$ cat src/rtl/dstk_pkg.sv
package dstk_pkg;

   typedef enum logic [2:0] {
      OP_IDLE  = 3'd0,
      OP_SPOP  = 3'd1,
      OP_RPOP  = 3'd2,
      OP_RRD   = 3'd3,
      OP_SPUSH = 3'd4,
      OP_RPUSH = 3'd5,
      OP_ADJ   = 3'd6
   } stk_op_e;

   localparam int unsigned N_PTR = 3;
   localparam logic [1:0] IX_SUB = 2'd0;
   localparam logic [1:0] IX_LOC = 2'd1;
   localparam logic [1:0] IX_GLB = 2'd2;

endpackage

$ cat src/rtl/dstk_ptr.sv
module dstk_ptr #(
   parameter int unsigned    AW      = 6,
   parameter logic [AW-1:0]  RST_VAL = '0
) (
   input  logic          clk,
   input  logic          rst_n,
   input  logic          ld_i,
   input  logic [AW-1:0] ld_val_i,
   input  logic          step_i,
   input  logic [AW-1:0] delta_i,
   output logic [AW-1:0] q_o
);

   if (AW < 2) begin : g_bad_aw
      $error("dstk_ptr: AW must be at least 2");
   end

   always_ff @(posedge clk) begin
      if (!rst_n)
         q_o <= RST_VAL;
      else if (ld_i)
         q_o <= ld_val_i;
      else if (step_i)
         q_o <= q_o + delta_i;
   end

   // a load lands in the next cycle
   a_r7_load_value : assert property (@(posedge clk) disable iff (!rst_n)
      ld_i |=> (q_o == $past(ld_val_i)));

   // an idle pointer keeps its value
   a_r11_idle_hold : assert property (@(posedge clk) disable iff (!rst_n)
      (!ld_i && !step_i) |=> $stable(q_o));

endmodule

$ cat src/rtl/dstk_mem.sv
module dstk_mem #(
   parameter int unsigned DW          = 16,
   parameter int unsigned AW          = 6,
   parameter bit          CLR_IDLE_RD = 1'b0
) (
   input  logic          clk,
   input  logic          rst_n,
   input  logic          we_i,
   input  logic [AW-1:0] waddr_i,
   input  logic [DW-1:0] wdata_i,
   input  logic          re_i,
   input  logic [AW-1:0] raddr_i,
   output logic [DW-1:0] rdata_o,
   output logic          rvalid_o
);

   localparam int unsigned DEPTH = 1 << AW;

   if (DEPTH > 4096) begin : g_bad_depth
      $error("dstk_mem: depth above 4096 words");
   end
   if (DW == 0) begin : g_bad_dw
      $error("dstk_mem: DW must be positive");
   end

   logic [DW-1:0] mem [DEPTH];
   logic [DW-1:0] rd_q;

   always_ff @(posedge clk) begin
      if (we_i)
         mem[waddr_i] <= wdata_i;
   end

   always_ff @(posedge clk) begin
      if (re_i)
         rd_q <= mem[raddr_i];
   end

   always_ff @(posedge clk) begin
      if (!rst_n)
         rvalid_o <= 1'b0;
      else
         rvalid_o <= re_i;
   end

   if (CLR_IDLE_RD) begin : g_rd_clear
      assign rdata_o = rvalid_o ? rd_q : '0;
   end else begin : g_rd_hold
      assign rdata_o = rd_q;
   end

   // one command per cycle, so a read and a write never coincide
   a_r10_no_rw_overlap : assert property (@(posedge clk) disable iff (!rst_n)
      !(we_i && re_i));

   // read data is flagged valid exactly one cycle after a read
   a_r2_valid_follows_read : assert property (@(posedge clk) disable iff (!rst_n)
      re_i |=> rvalid_o);

endmodule

$ cat src/rtl/dstk_flags.sv
module dstk_flags #(
   parameter int unsigned AW = 6,
   parameter int unsigned LW = 4
) (
   input  logic          clk,
   input  logic          rst_n,
   input  logic          push_i,
   input  logic          push_reg_i,
   input  logic [AW-1:0] wr_addr_i,
   input  logic          pop_i,
   input  logic [AW-1:0] rd_addr_i,
   input  logic [LW-1:0] limit_i,
   output logic          ovf_o,
   output logic          udf_o
);

   localparam int unsigned FW = AW - LW;

   if (LW == 0 || LW >= AW) begin : g_bad_lw
      $error("dstk_flags: LW must be between 1 and AW-1");
   end

   localparam logic [FW-1:0] FILL_SUB = '0;
   localparam logic [FW-1:0] FILL_REG = '1;

   logic [AW-1:0] lim_addr;
   logic          hit;

   assign lim_addr = {limit_i, (push_reg_i ? FILL_REG : FILL_SUB)};
   assign hit      = push_i && (wr_addr_i == lim_addr);

   always_ff @(posedge clk) begin
      if (!rst_n) begin
         ovf_o <= 1'b0;
         udf_o <= 1'b0;
      end else begin
         ovf_o <= hit;
         udf_o <= pop_i && (rd_addr_i == '0);
      end
   end

   // no overflow pulse without a push in the cycle before
   a_r8_ovf_needs_push : assert property (@(posedge clk) disable iff (!rst_n)
      ovf_o |-> $past(push_i));

   // an underflow pulse follows only a pop of address zero
   a_r9_udf_zero_pop : assert property (@(posedge clk) disable iff (!rst_n)
      udf_o |-> ($past(pop_i) && ($past(rd_addr_i) == '0)));

endmodule

$ cat src/rtl/dual_stack_ram.sv
module dual_stack_ram
   import dstk_pkg::*;
#(
   parameter int unsigned DW          = 16,
   parameter int unsigned AW          = 6,
   parameter int unsigned LW          = 4,
   parameter bit          CLR_IDLE_RD = 1'b0
) (
   input  logic          clk,
   input  logic          rst_n,
   input  logic          sub_push_i,
   input  logic          sub_pop_i,
   input  logic          reg_push_i,
   input  logic          reg_pop_i,
   input  logic          reg_rd_i,
   input  logic [1:0]    reg_idx_i,
   input  logic          adj_i,
   input  logic [AW-1:0] adj_val_i,
   input  logic          sel_glb_i,
   input  logic          ld_sub_i,
   input  logic          ld_loc_i,
   input  logic          ld_glb_i,
   input  logic [AW-1:0] ld_val_i,
   input  logic [LW-1:0] limit_i,
   input  logic [DW-1:0] wr_data_i,
   output logic [DW-1:0] rd_data_o,
   output logic          rd_valid_o,
   output logic          ovf_o,
   output logic          udf_o,
   output logic [AW-1:0] sub_ptr_o,
   output logic [AW-1:0] loc_ptr_o,
   output logic [AW-1:0] glb_ptr_o
);

   localparam logic [AW-1:0] STEP_UP = AW'(1);
   localparam logic [AW-1:0] STEP_DN = '1;

   if (AW < 3) begin : g_bad_aw
      $error("dual_stack_ram: AW too small for four register offsets");
   end

   stk_op_e             op;
   logic [1:0]          act_ix;
   logic [AW-1:0]       act_ptr;
   logic [N_PTR-1:0]    ld_vec;
   logic [N_PTR-1:0]    step_vec;
   logic [AW-1:0]       delta [N_PTR];
   logic [AW-1:0]       ptr_q [N_PTR];
   logic                any_ld;
   logic                mem_we, mem_re;
   logic [AW-1:0]       waddr, raddr;

   assign ld_vec  = {ld_glb_i, ld_loc_i, ld_sub_i};
   assign any_ld  = |ld_vec;
   assign act_ix  = sel_glb_i ? IX_GLB : IX_LOC;
   assign act_ptr = ptr_q[act_ix];

   // pick one command; loads block all of them, pops beat pushes
   always_comb begin
      op = OP_IDLE;
      if (!any_ld) begin
         if (sub_pop_i)       op = OP_SPOP;
         else if (reg_pop_i)  op = OP_RPOP;
         else if (reg_rd_i)   op = OP_RRD;
         else if (sub_push_i) op = OP_SPUSH;
         else if (reg_push_i) op = OP_RPUSH;
         else if (adj_i)      op = OP_ADJ;
      end
   end

   always_comb begin
      mem_we   = 1'b0;
      mem_re   = 1'b0;
      waddr    = '0;
      raddr    = '0;
      step_vec = '0;
      for (int k = 0; k < N_PTR; k++) delta[k] = '0;
      unique case (op)
         OP_SPOP: begin
            mem_re           = 1'b1;
            raddr            = ptr_q[IX_SUB];
            step_vec[IX_SUB] = 1'b1;
            delta[IX_SUB]    = STEP_DN;
         end
         OP_RPOP: begin
            mem_re           = 1'b1;
            raddr            = act_ptr;
            step_vec[act_ix] = 1'b1;
            delta[act_ix]    = STEP_UP;
         end
         OP_RRD: begin
            mem_re = 1'b1;
            raddr  = act_ptr + AW'(reg_idx_i);
         end
         OP_SPUSH: begin
            mem_we           = 1'b1;
            waddr            = ptr_q[IX_SUB] + STEP_UP;
            step_vec[IX_SUB] = 1'b1;
            delta[IX_SUB]    = STEP_UP;
         end
         OP_RPUSH: begin
            mem_we           = 1'b1;
            waddr            = act_ptr + STEP_DN;
            step_vec[act_ix] = 1'b1;
            delta[act_ix]    = STEP_DN;
         end
         OP_ADJ: begin
            step_vec[act_ix] = 1'b1;
            delta[act_ix]    = adj_val_i;
         end
         default: ;
      endcase
   end

   for (genvar g = 0; g < N_PTR; g++) begin : g_ptr
      dstk_ptr #(.AW(AW), .RST_VAL('0)) u_ptr (
         .clk      (clk),
         .rst_n    (rst_n),
         .ld_i     (ld_vec[g]),
         .ld_val_i (ld_val_i),
         .step_i   (step_vec[g]),
         .delta_i  (delta[g]),
         .q_o      (ptr_q[g])
      );
   end

   dstk_mem #(.DW(DW), .AW(AW), .CLR_IDLE_RD(CLR_IDLE_RD)) u_mem (
      .clk      (clk),
      .rst_n    (rst_n),
      .we_i     (mem_we),
      .waddr_i  (waddr),
      .wdata_i  (wr_data_i),
      .re_i     (mem_re),
      .raddr_i  (raddr),
      .rdata_o  (rd_data_o),
      .rvalid_o (rd_valid_o)
   );

   dstk_flags #(.AW(AW), .LW(LW)) u_flags (
      .clk        (clk),
      .rst_n      (rst_n),
      .push_i     (mem_we),
      .push_reg_i (op == OP_RPUSH),
      .wr_addr_i  (waddr),
      .pop_i      ((op == OP_SPOP) || (op == OP_RPOP)),
      .rd_addr_i  (raddr),
      .limit_i    (limit_i),
      .ovf_o      (ovf_o),
      .udf_o      (udf_o)
   );

   assign sub_ptr_o = ptr_q[IX_SUB];
   assign loc_ptr_o = ptr_q[IX_LOC];
   assign glb_ptr_o = ptr_q[IX_GLB];

   // subroutine push moves the pointer up by one
   a_r2_spush_inc : assert property (@(posedge clk) disable iff (!rst_n)
      (op == OP_SPUSH) |=> (sub_ptr_o == $past(sub_ptr_o) + STEP_UP));

   // local register push moves the local pointer down by one
   a_r3_rpush_loc_dec : assert property (@(posedge clk) disable iff (!rst_n)
      (op == OP_RPUSH && !sel_glb_i) |=> (loc_ptr_o == $past(loc_ptr_o) + STEP_DN));

   // with the local pointer active, the global pointer is left alone
   a_r4_glb_untouched : assert property (@(posedge clk) disable iff (!rst_n)
      (!any_ld && !sel_glb_i) |=> $stable(glb_ptr_o));

   // register reads leave every pointer where it was
   a_r5_read_keeps_ptrs : assert property (@(posedge clk) disable iff (!rst_n)
      (op == OP_RRD) |=> ($stable(sub_ptr_o) && $stable(loc_ptr_o) && $stable(glb_ptr_o)));

   // a subroutine pop wins over a simultaneous subroutine push
   a_r10_pop_wins : assert property (@(posedge clk) disable iff (!rst_n)
      (sub_pop_i && sub_push_i && !any_ld) |=> (sub_ptr_o == $past(sub_ptr_o) + STEP_DN));

endmodule

$ cat config.mk
export PLATFORM = sky130hd
export DESIGN_NAME = dual_stack_ram
export DESIGN_NICKNAME = d
export VERILOG_FILES = /design/src/rtl/dstk_pkg.sv /design/src/rtl/dstk_ptr.sv /design/src/rtl/dstk_mem.sv /design/src/rtl/dstk_flags.sv /design/src/rtl/dual_stack_ram.sv
export SDC_FILE = /design/constraint.sdc
export NUM_CORES = 1
export LEC_CHECK = 0
export ABC_AREA = 1
export BUFFER_PORTS_ARGS = -buffer_cell sky130_fd_sc_hd__buf_2
export CORE_MARGIN = 1
export CORE_UTILIZATION = 35
export CTS_CLUSTER_DIAMETER = 50
export DETAILED_ROUTE_END_ITERATION = 16
export GPL_ROUTABILITY_DRIVEN = 0
export PLACE_DENSITY = 0.55
export SLEW_MARGIN = 40
export SYNTH_ARGS = -nofsm -noshare
export SYNTH_HDL_FRONTEND = slang
export SYNTH_SLANG_ARGS = --single-unit
$ cat constraint.sdc
create_clock -name clk -period 3.16 [get_ports clk]
set_clock_uncertainty 0.15 [all_clocks]
set_input_delay 0.158 -clock clk [delete_from_list [all_inputs] [get_ports clk]]
set_output_delay 0.158 -clock clk [all_outputs]
set_load 0.1 [all_outputs]
# Yosys cells after proc, flatten, opt, wreduce, memory -nomap -nowiden

Memory sizes are Yosys's and may differ from the RTL's. A register that Yosys moved wholly into a read port is not among the register bits.
Index checks and enable logic that the tools add are counted.

Logic and storage cells: 72
Bits of input ports: 46
RAM bits: 1,024
Register bits: 21
Memories: 1

Reductions and logical operators: 14
Bitwise gates (word level): 2
Mux-type cells: 32
Add/subtract/negate cells: 6
Equal/unequal tests: 7
$lt $le $gt $ge: 4

Memories:

| memory    | words | bits a word | read ports | clocked after Yosys merged registers in | write ports | RTL line       | RTL |
|---|---|---|---|---|---|---|---|
| u_mem.mem | 64    | 16          | 1          | 1                                       | 1           | dstk_mem.sv:26 | `logic [DW-1:0] mem [DEPTH];` |

Operator list:

| cell                  | number |
|---|---|
| $mux W6               | 9 |
| $pmux W12 S3          | 1 |
| $pmux W6 S5           | 1 |
| $mux W3               | 7 |
| $add A6 B6 Y6         | 3 |
| $and A18 B18 Y18      | 1 |
| $pmux W6 S3           | 1 |
| $bmux W6 S2           | 1 |
| $demux W6 S2          | 1 |
| $pmux W6 S2           | 1 |
| $eq A3 B3 Y1 const B  | 3 |
| $reduce_or A3 Y1      | 3 |
| $add A6 B1 Y6 const B | 1 |
| $add A6 B2 Y6         | 1 |
| $add A6 B6 Y6 const B | 1 |
| $eq A3 B2 Y1 const B  | 2 |
| $eq A6 B6 Y1          | 1 |
| $logic_not A6 Y1      | 1 |
| $mux W2               | 3 |
| $reduce_bool A2 Y1    | 3 |
| $mux W1               | 5 |
| $logic_and A1 B1 Y1   | 4 |
| $reduce_or A2 Y1      | 2 |
| $eq A3 B1 Y1 const B  | 1 |
| 8 further kinds       | 8 |

# Depth between registers and ports, before layout

Gate-level depths: netlist of run 1.

Depth after elaboration: 12
Gate-level depth with buffers: 22
Depth with buffers taken out: 22

# Cells and area by module

From an unflattened synthesis of run 1, not the netlist that was laid out.

Cell total of the unflattened synthesis: 3,950
Area total of the unflattened synthesis: 44,876.8 um^2

Modules (own cells, without submodules):

| module         | instances | cells an instance | area each (um^2) |
|---|---|---|---|
| dstk_mem       | 1         | 3,520             | 42,284.3 |
| dstk_ptr       | 3         | 68                | 462.9 |
| dual_stack_ram | 1         | 189               | 1,029.7 |
| dstk_flags     | 1         | 37                | 173.9 |

# Worst setup path before layout of run 1

Ideal clock, no wire load.

Path kind: flip-flop to flip-flop
Start point: reg g_ptr[2].u_ptr.q_o[1]
End point: mem u_mem.mem[24][0] (enable)
Path buffers: 0
Slack: -0.619 ns
Cell stages (with the launch flop): 15
Required time: 2.622 ns
Arrival: 3.241 ns
Cell sequence: dfxtp_1 > inv_1 > nand2_1 > o21ai_0 > ha_1 > inv_1 > nor2_1 > nand2_1 > xor2_1 > nand2_1 > nand2_1 > inv_1 > nor2_1 > nand2_1 > nor2_1

Word-level cells in the longest chain between the ends: 5

Ends and longest elaborated chain:

| what                                        | RTL line              | RTL |
|---|---|---|
| start, declared                             | dstk_ptr.sv:11        | `output logic [AW-1:0] q_o` |
| start signal, assigned                      | dstk_ptr.sv:22        | `q_o <= ld_val_i;` |
| start signal, assigned                      | dstk_ptr.sv:24        | `q_o <= q_o + delta_i;` |
| $bmux W6 S2                                 | dual_stack_ram.sv:56  | `assign act_ptr = ptr_q[act_ix];` |
| $mux W6 (implied by the code) (2 in series) | dual_stack_ram.sv:56  |  |
| $add A6 B6 Y6                               | dual_stack_ram.sv:103 | `waddr = act_ptr + STEP_DN;` |
| $pmux W6 S2                                 | dual_stack_ram.sv:78  | `unique case (op)` |
| end, declared                               | dstk_mem.sv:26        |  |

No other way between the ends. The select of a mux whose other input is x is not followed.

# Worst setup path after layout of run 1

Start point: reg g_ptr[2].u_ptr.q_o[0]
End point: reg u_mem.rd_q[2], in the netlist u_mem.rdata_o[2] (read register of u_mem.mem), data pin

Word-level cells in the longest chain between the ends: 5

Ends and longest elaborated chain:

| what                                          | RTL line             | RTL |
|---|---|---|
| $bmux W6 S2 *                                 | dual_stack_ram.sv:56 |  |
| $mux W6 (implied by the code) * (2 in series) | dual_stack_ram.sv:56 |  |
| $add A6 B2 Y6                                 | dual_stack_ram.sv:93 | `raddr = act_ptr + AW'(reg_idx_i);` |
| $pmux W6 S3 *                                 | dual_stack_ram.sv:78 |  |
| end, declared                                 | dstk_mem.sv:27       | `logic [DW-1:0] rd_q;` |

Every way passes the cells marked *; elsewhere a longest branch is shown, timed or not. The select of a mux whose other input is x is not followed.
A chain may end at the register's enable or synchronous reset.

==> results.env, run 1 <==
FINALHOLDVIOLATIONS=0
SYNTH_MOST_COMMON_CELL='sky130_fd_sc_hd__nand2_1'
CLK_ROOT_BUFFER_CELL='sky130_fd_sc_hd__clkbuf_16'
PORT_BUFFERS=82
WORST-R2R-CELL-COUNT=20
POWER.STATIC_LEAKAGE_uW=0.0224
SYNTH.CELL_AREA_UM2=45900
TIMING.CRITICAL_PATH.REQUIRED_NS=3.50
WORST_ENDPOINT_DATA_ARRIVAL_TIME_NS=3.72
YOSYS.AREA.TOP_TYPE='sky130_fd_sc_hd__edfxtp_1'
TOTALPOWERFINAL_uW=31900
CTSHTREEMAXLEVEL=3
DPL.HPWL_UM=92900
FMAXACHIEVABLE_MHz=296
CRITPATHMAXFANOUT=8
POST_DRT_VIA_CELL_RATIO=5.10
GRT_START_MAX_NET_PINS=105
ROUTE.DETAILED.DRC=0
FINISH.INSTANCE_AREA_UM2=58400
DESIGN.DIE.AREA_UM2=133000
FIRST_GLOBAL_VIAS=32000
AVGROUTEDWIREPERCELL_UM=23.2
POST_ROUTE_FRACTION_OF_THE_PERIOD_CONSUMED_BY_THE_CRITICAL_PATH=1.07
STATUS='complete, but fails checks'
MAXCAPVIOLCOUNT=0
CLOCK_PATH_BUFFERS=3
DRIVE_ABOVE_1_SHARE=0.216
ANTENNA_LEFT=0
MULTI_INPUT_AREA_UM2=12700
CRITPATHKIND='reg -> reg'
FINALNETCOUNT=4769
WIRE_LENGTH_OF_THE_FIRST_GLOBAL_ROUTING_PASS_UM=220000
YS_SEQ_AREA_FRAC=0.689
GROUTE.USAGE.OVERALL=0.226
DRT_ITER0_DRC=3581
TIMING.MAX_SLEW.REL_SLACK=0.429
ASYNC_RESET_FF_FRAC=0
FLOW.AREA_GROWTH_FROM_SYNTHESIS_PCT=27.1
DPL-INSTANCE-AREA_UM2=52000
DIE_EXTENT_IN_Y_UM=364
FAILED_CHECKS='negative setup slack'
DETAIL_ROUTE.WIRELENGTH_UM=152000
LAYOUT.FILLER_CELLS=11900
TOTAL_VIA_COUNT_AFTER_DETAILED_ROUTING=33400
LAYOUT.AREA.SEQ_UM2=31700
FIN_CRIT_NS=3.38
PLACE.DETAILED.INSTANCES=6215
DETAILED_ROUTING_ITERATION_COUNT_FOR_THE_PRE_ANTENNA_REPAIR_PASS=6
SYNTH.FF_LATCH_COUNT=1061
POSTSYNTHCELLCOUNT=4236
SETUP_REPAIR_AFTER_GLOBAL_ROUTING_MISSED_ITS_MARGIN='yes'
REPORT.FINAL.SETUP_VIOL=16
WORSTHOLDPATHTYPE='in -> reg'
TRITONCTS='built'
FIN_TNS_SETUP_NS=-2.51
POST-SYNTH-TOP-AREA-FRACTION=0.680
POWER-PER-CELL-AREA_nW_PER_UM2=546
FLOORPLAN.ROWS=132
CTS-BUFFERS-INSERTED=121
CLOCK_SINKS=1061
MIN_DELAY_PATH_DEPTH=7
ANTENNA_FOUND_INITIAL=5
YOSYS.CELL_TYPES.COUNT=49
RANKING_OF_SYNTHESIZED_CELLS_BY_INSTANCE_COUNT='sky130_fd_sc_hd__nand2_1, sky130_fd_sc_hd__edfxtp_1, sky130_fd_sc_hd__nand3_1, sky130_fd_sc_hd__inv_1, sky130_fd_sc_hd__nor2_1'
SYNTHESIS.NETS=4305
IR_DROP_mV=0.636
GLOBALROUTEOVERFLOWTOTAL=0
CLK_LATENCY_NS=0.75
SYNTH_EDF_COUNT=1040
DRV_SLEW=0
FLOORPLAN.INITIALDENSITY=0.354
FLOORPLAN.DIE.WIDTH_UM=364
CP-END-KIND='register'
TIGHTESTPINTRANSITION_NS=0.857
FLOORPLAN.CORE_AREA_UM2=130000
CLK_PIN_SLEW_WORST_PATHS_NS=0.06
FINAL_CELLS=6550
SYN_AREA_PER_CELL_UM2=10.8
SYNTHESIS.YOSYS.WARNINGS=0
IO-PIN-COUNT=83
FIN_WORST_HOLD_SLACK_NS=0.0582
SYNTH_FLOP_CELL='sky130_fd_sc_hd__edfxtp_1'
CRITICAL_PATH.STARTPOINT_TYPE='register'
YS_TOP_CELLS_BY_AREA='sky130_fd_sc_hd__edfxtp_1, sky130_fd_sc_hd__nand2_1, sky130_fd_sc_hd__nand3_1, sky130_fd_sc_hd__inv_1, sky130_fd_sc_hd__nor2_1'
WORST_SETUP_MARGIN_NS=-0.217
registers in the layout, indices dropped and copies added, names as in the netlist:
register / flops
u_flags.udf_o: 1
u_mem.rdata_o: 16
g_ptr.u_ptr.q_o: 18
u_mem.mem: 1024
u_flags.ovf_o: 1
u_mem.rvalid_o: 1
layout make-up:
class / instances / area share
clock buffers: 137 / 0.0532
inverters: 391 / 0.0253
repair buffers: 564 / 0.109
multi-input cells: 2561 / 0.217
clock inverters: 89 / 0.0157
well taps: 1742 / 0.0373
diodes: 5 / 0.000214
flip-flops and latches: 1061 / 0.542
cells in the final DEF, fill, tap and decap left out, types with 78 or more instances in the layout:
cell / instances
sky130_fd_sc_hd__clkbuf_16: 127
sky130_fd_sc_hd__edfxtp_1: 1040
sky130_fd_sc_hd__nand2_1: 1231
sky130_fd_sc_hd__buf_4: 254
sky130_fd_sc_hd__nand4_1: 108
sky130_fd_sc_hd__nor2_1: 212
sky130_fd_sc_hd__nand3_1: 366
sky130_fd_sc_hd__inv_1: 369
sky130_fd_sc_hd__a21oi_1: 91
sky130_fd_sc_hd__buf_2: 78
sky130_fd_sc_hd__nor2_2: 82
sky130_fd_sc_hd__buf_12: 133
kinds of logic after synthesis:
logic type	share of synthesized area
and+or+nand+nor	0.200
xor gates and xnor gates	0.00362
buffers and inverters	0.0577
adders and majority gates	0.00692
AOI/OAI and AO/OA	0.0425
muxes	0.000218
DFF	0.689
where the power goes:
| part | internal, uW | switching (uW) |
|---|---|---|
| registers | 15500 | 37.0 |
| logic | 718 | 1470 |
| clock network | 8180 | 6000 |
path summary, 6_finish.rpt:
check / start / to / slack (ns)
min: adj_val_i[4] / g_ptr[2].u_ptr.q_o[4] / 0.06
max reg2reg: g_ptr[2].u_ptr.q_o[0] / u_mem.rdata_o[2] / -0.22
max: g_ptr[2].u_ptr.q_o[0] / u_mem.rdata_o[2] / -0.22
min reg2reg: g_ptr[2].u_ptr.q_o[3] / g_ptr[2].u_ptr.q_o[3] / 0.35
critical path, stage by stage (launching register included):
cell	delay (ns)
sky130_fd_sc_hd__dfxtp_4	0.34
sky130_fd_sc_hd__inv_2	0.05
sky130_fd_sc_hd__nand2_2	0.06
sky130_fd_sc_hd__o21ai_4	0.07
sky130_fd_sc_hd__inv_2	0.08
sky130_fd_sc_hd__ha_4	0.17
sky130_fd_sc_hd__fa_2	0.53
sky130_fd_sc_hd__nand4_1	0.15
sky130_fd_sc_hd__buf_4	0.18
sky130_fd_sc_hd__nand3_4	0.15
sky130_fd_sc_hd__nor2_4	0.08
sky130_fd_sc_hd__buf_12	0.15
sky130_fd_sc_hd__buf_12	0.14
sky130_fd_sc_hd__buf_16	0.16
sky130_fd_sc_hd__buf_8	0.13
sky130_fd_sc_hd__a21oi_2	0.13
sky130_fd_sc_hd__nand3_2	0.13
sky130_fd_sc_hd__nand2_2	0.09
sky130_fd_sc_hd__nand2_1	0.05
sky130_fd_sc_hd__nand2_1	0.09
sky130_fd_sc_hd__nand2_1	0.06
timing repair:
item / CTS / global route
pin swaps: 49 / 70
hold buffers: 46 / 0
endpoints found under the setup margin: 17 / 201
gates resized for setup: 150 / 131
gates cloned: 12 / 5
setup buffers: 23 / 19
endpoints found under the hold margin: 658 / 0
stage by stage:
stage | util | setup WS, ns
floorplan | - | -0.0766
global placement | 0.400 | -0.417
detailed placement | 0.400 | -0.474
CTS | 0.444 | -0.167
global route | 0.450 | -0.320
finish | 0.450 | -0.217
layer usage:
metal  GRT usage  vias up  wire length, um
met5           0        -               32
met4      0.0838        4             5230
met3      0.0319      250            11400
met2       0.368     1343            71800
met1       0.307    16400            63600
li1            -    15400                -
Note: power is estimated with default switching activity, not from simulation.
==> run 2, diff against run 1 <==
--- a/config.mk
+++ b/config.mk
@@ -7,12 +7,15 @@
 export LEC_CHECK = 0
 export ABC_AREA = 1
 export BUFFER_PORTS_ARGS = -buffer_cell sky130_fd_sc_hd__buf_2
+export CELL_PAD_IN_SITES_DETAIL_PLACEMENT = 1
+export CELL_PAD_IN_SITES_GLOBAL_PLACEMENT = 2
 export CORE_MARGIN = 1
 export CORE_UTILIZATION = 35
 export CTS_CLUSTER_DIAMETER = 50
 export DETAILED_ROUTE_END_ITERATION = 16
 export GPL_ROUTABILITY_DRIVEN = 0
-export PLACE_DENSITY = 0.55
+export PLACE_DENSITY = 0.74
+export SKIP_LAST_GASP = 1
 export SLEW_MARGIN = 40
 export SYNTH_ARGS = -nofsm -noshare
 export SYNTH_HDL_FRONTEND = slang
==> results.env, run 2 (synthesized netlist as in run 1, its figures left out) <==
DETAILED_ROUTING_ITERATION_COUNT_FOR_THE_PRE_ANTENNA_REPAIR_PASS=7  # +1
POWER.STATIC_LEAKAGE_uW=0.0225  # +0.55%
TRITONCTS='built'
FIN_CRIT_NS=3.47  # +0.0908 ns
CLOCK_SINKS=1061  # unchanged
DIE_EXTENT_IN_Y_UM=364  # unchanged
FLOORPLAN.ROWS=132  # unchanged
STATUS='complete, but fails checks'
WORST-R2R-CELL-COUNT=20  # unchanged
CTSHTREEMAXLEVEL=4  # +1
WORSTPATHCELLLIST='inv_2 > nand2_2 > o21ai_2 > inv_2 > ha_4 > fa_1 > nand4_1 > buf_4 > nand3_4 > buf_12 > nor2_4 > buf_12 > clkbuf_16 > buf_4 > a21oi_1 > nand3_1 > nand2_2 > nand2_2 > nand2_2 > nand2_1'
PORT_BUFFERS=82  # unchanged
LAYOUT.FILLER_CELLS=13900  # +17%
LIBRARY_CELL_APPEARING_MOST_OFTEN_ON_THE_CRITICAL_PATH='sky130_fd_sc_hd__nand2_2'
CRITICAL_PATH_DEPTH=20  # unchanged
FLOORPLAN.CORE_AREA_UM2=130000  # unchanged
FMAXACHIEVABLE_MHz=288  # -2.6%
MAXCAPVIOLCOUNT=0  # unchanged
REPORT.FINAL.SETUP_VIOL=17  # +1
CP.BUFFERS_INVERTERS=7  # unchanged
CLOCK_PATH_BUFFERS=3  # unchanged
TIGHTESTPINTRANSITION_NS=0.853  # -0.00316 ns
CTS-BUFFERS-INSERTED=133  # +9.9%
CRITPATHMAXSTAGEDELAY_NS=0.49  # -0.04 ns
GROUTE.USAGE.OVERALL=0.249  # +0.0228
FLOORPLAN.INITIALDENSITY=0.354  # unchanged
DESIGN.DIE.AREA_UM2=133000  # unchanged
DRT_ITER0_DRC=2831  # -21%
DRV_SLEW=0  # unchanged
LAYOUT_COMMONEST_CELL='sky130_fd_sc_hd__nand2_1'
CRITPATHKIND='reg -> reg'
CLK_PIN_SLEW_WORST_PATHS_NS=0.06  # about the same
FAILED_CHECKS='negative setup slack'
FINAL_CELLS=6557  # +0.11%
WORSTHOLDPATHTYPE='in -> reg'
AVGROUTEDWIREPERCELL_UM=25.1  # +8.2%
FIRST_GLOBAL_VIAS=35000  # +9.3%
TOTAL_VIA_COUNT_AFTER_DETAILED_ROUTING=34200  # +2.2%
DRIVE_ABOVE_1_SHARE=0.210  # -0.00560
FLOW.AREA_GROWTH_FROM_SYNTHESIS_PCT=27.4
FINALNETCOUNT=4779  # +0.21%
IR_DROP_mV=0.443  # -30%
IO-PIN-COUNT=83  # unchanged
DPL.HPWL_UM=104000  # +11%
WORST_SETUP_MARGIN_NS=-0.308  # -0.0908 ns
POWER-PER-CELL-AREA_nW_PER_UM2=558  # +2.3%
CRITPATHMAXFANOUT=7  # -1
ROUTE.DETAILED.DRC=0  # unchanged
DETAIL_ROUTE.WIRELENGTH_UM=165000  # +8.3%
MOSTFREQUENTLAYOUTCELLS='sky130_fd_sc_hd__nand2_1, sky130_fd_sc_hd__edfxtp_1, sky130_fd_sc_hd__nand3_1'
CPLARGESTDELAYFAMILY='buffers and inverters'
WIRE_LENGTH_OF_THE_FIRST_GLOBAL_ROUTING_PASS_UM=239000  # +8.8%
CP-END-KIND='register'
POST_ROUTE_FRACTION_OF_THE_PERIOD_CONSUMED_BY_THE_CRITICAL_PATH=1.10  # +0.0287
WORST_ENDPOINT_DATA_ARRIVAL_TIME_NS=3.83  # +0.11 ns
LARGEST_REGISTER_FFS=1024  # unchanged
CP_SLOWEST_CELL='sky130_fd_sc_hd__fa_1'
SETUP_REPAIR_AFTER_GLOBAL_ROUTING_MISSED_ITS_MARGIN='yes'
ANTENNA_FOUND_INITIAL=5  # unchanged
ANTENNA_LEFT=0  # unchanged
TIMING.CRITICAL_PATH.REQUIRED_NS=3.52  # +0.02 ns
GRT_START_MAX_NET_PINS=65  # -38%
GLOBALROUTEOVERFLOWTOTAL=0  # unchanged
TIMING.MAX_SLEW.REL_SLACK=0.431  # +0.00211
POST_DRT_VIA_CELL_RATIO=5.21  # +2.0%
FINAL_CORE_UTIL=0.451  # +0.000877
FLOORPLAN.DIE.WIDTH_UM=364  # unchanged
MIN_DELAY_PATH_DEPTH=7  # unchanged
PLACE.DETAILED.INSTANCES=6234  # +0.31%
CLK_LATENCY_NS=0.76  # about the same
CLK_ROOT_BUFFER_CELL='sky130_fd_sc_hd__clkbuf_16'
MAX_FLOP_REGISTER='u_mem.mem'
FINALHOLDVIOLATIONS=0  # unchanged
CRITICAL_PATH.STARTPOINT_TYPE='register'
## run 2: worst register-to-register path, delay by kind of cell, from the launching register on
| family | cells | cell delay, ns |
|---|---|---|
| AO/OA/AOI/OAI | 2 | 0.23 |
| flip-flops | 1 | 0.33 |
| AND/OR/NAND/NOR | 9 | 0.94 |
| buffers and inverters | 7 | 0.94 |
| adder cells (fa/ha/maj) | 2 | 0.66 |
## run 2: timing repair
action,in CTS,in global routing
setup endpoints to repair,17,196
resized for setup,199,27
hold endpoints to repair,516,128
hold buffers,43,2
gates cloned,13,2
buffers inserted,22,5
pin swaps,75,12
## run 2: final cells by class
type / count / area (um^2) / area share
diodes: 3 / 7.51 / 0.000128
inverters: 391 / 1480 / 0.0253
clock buffers: 163 / 3640 / 0.0622
clock inverters: 74 / 657 / 0.0112
multi-input cells: 2561 / 12600 / 0.215
well taps: 1742 / 2180 / 0.0372
repair buffers: 562 / 6320 / 0.108
flip-flops and latches: 1061 / 31700 / 0.541
## run 2: path summary, 6_finish.rpt
path	start	end	slack [ns]
setup / recovery	g_ptr[2].u_ptr.q_o[0]	u_mem.rdata_o[12]	-0.31
setup reg to reg	g_ptr[2].u_ptr.q_o[0]	u_mem.rdata_o[12]	-0.31
hold / removal	reg_pop_i	u_mem.rvalid_o	0.07
hold reg to reg	g_ptr[2].u_ptr.q_o[2]	g_ptr[2].u_ptr.q_o[2]	0.36
## run 2: routing by layer
| layer | GRT usage | share of wire | up-vias |
|---|---|---|---|
| met5 | 0 | 0.000067 | - |
| met4 | 0.0863 | 0.033 | 2 |
| met3 | 0.0351 | 0.053 | 228 |
| met2 | 0.409 | 0.48 | 992 |
| met1 | 0.337 | 0.44 | 17500 |
| li1 | - | - | 15400 |
## run 2: metrics by stage
step | total power, uW | hold WS (ns) | setup WS (ns) | setup TNS [ns] | area, um^2
6_report | 32700 | 0.0736 | -0.308 | -4.13 | 58500
4_1_cts | 32900 | 0.00634 | -0.269 | -3.78 | 58300
3_3_place_gp | 17700 | 0.322 | -0.572 | -7.70 | 52200
3_5_place_dp | 17700 | 0.330 | -0.631 | -12.51 | 52200
2_1_floorplan | 16700 | 0.107 | -0.0766 | -21.36 | 46100
5_1_grt | 33500 | 0.110 | -0.435 | -7.25 | 58500
## run 2: report_power, final
group | switching (uW) | internal (uW)
Sequential | 38.7 | 15500
Combinational | 1460 | 691
Clock | 6060 | 8940
Total | 7560 | 25100
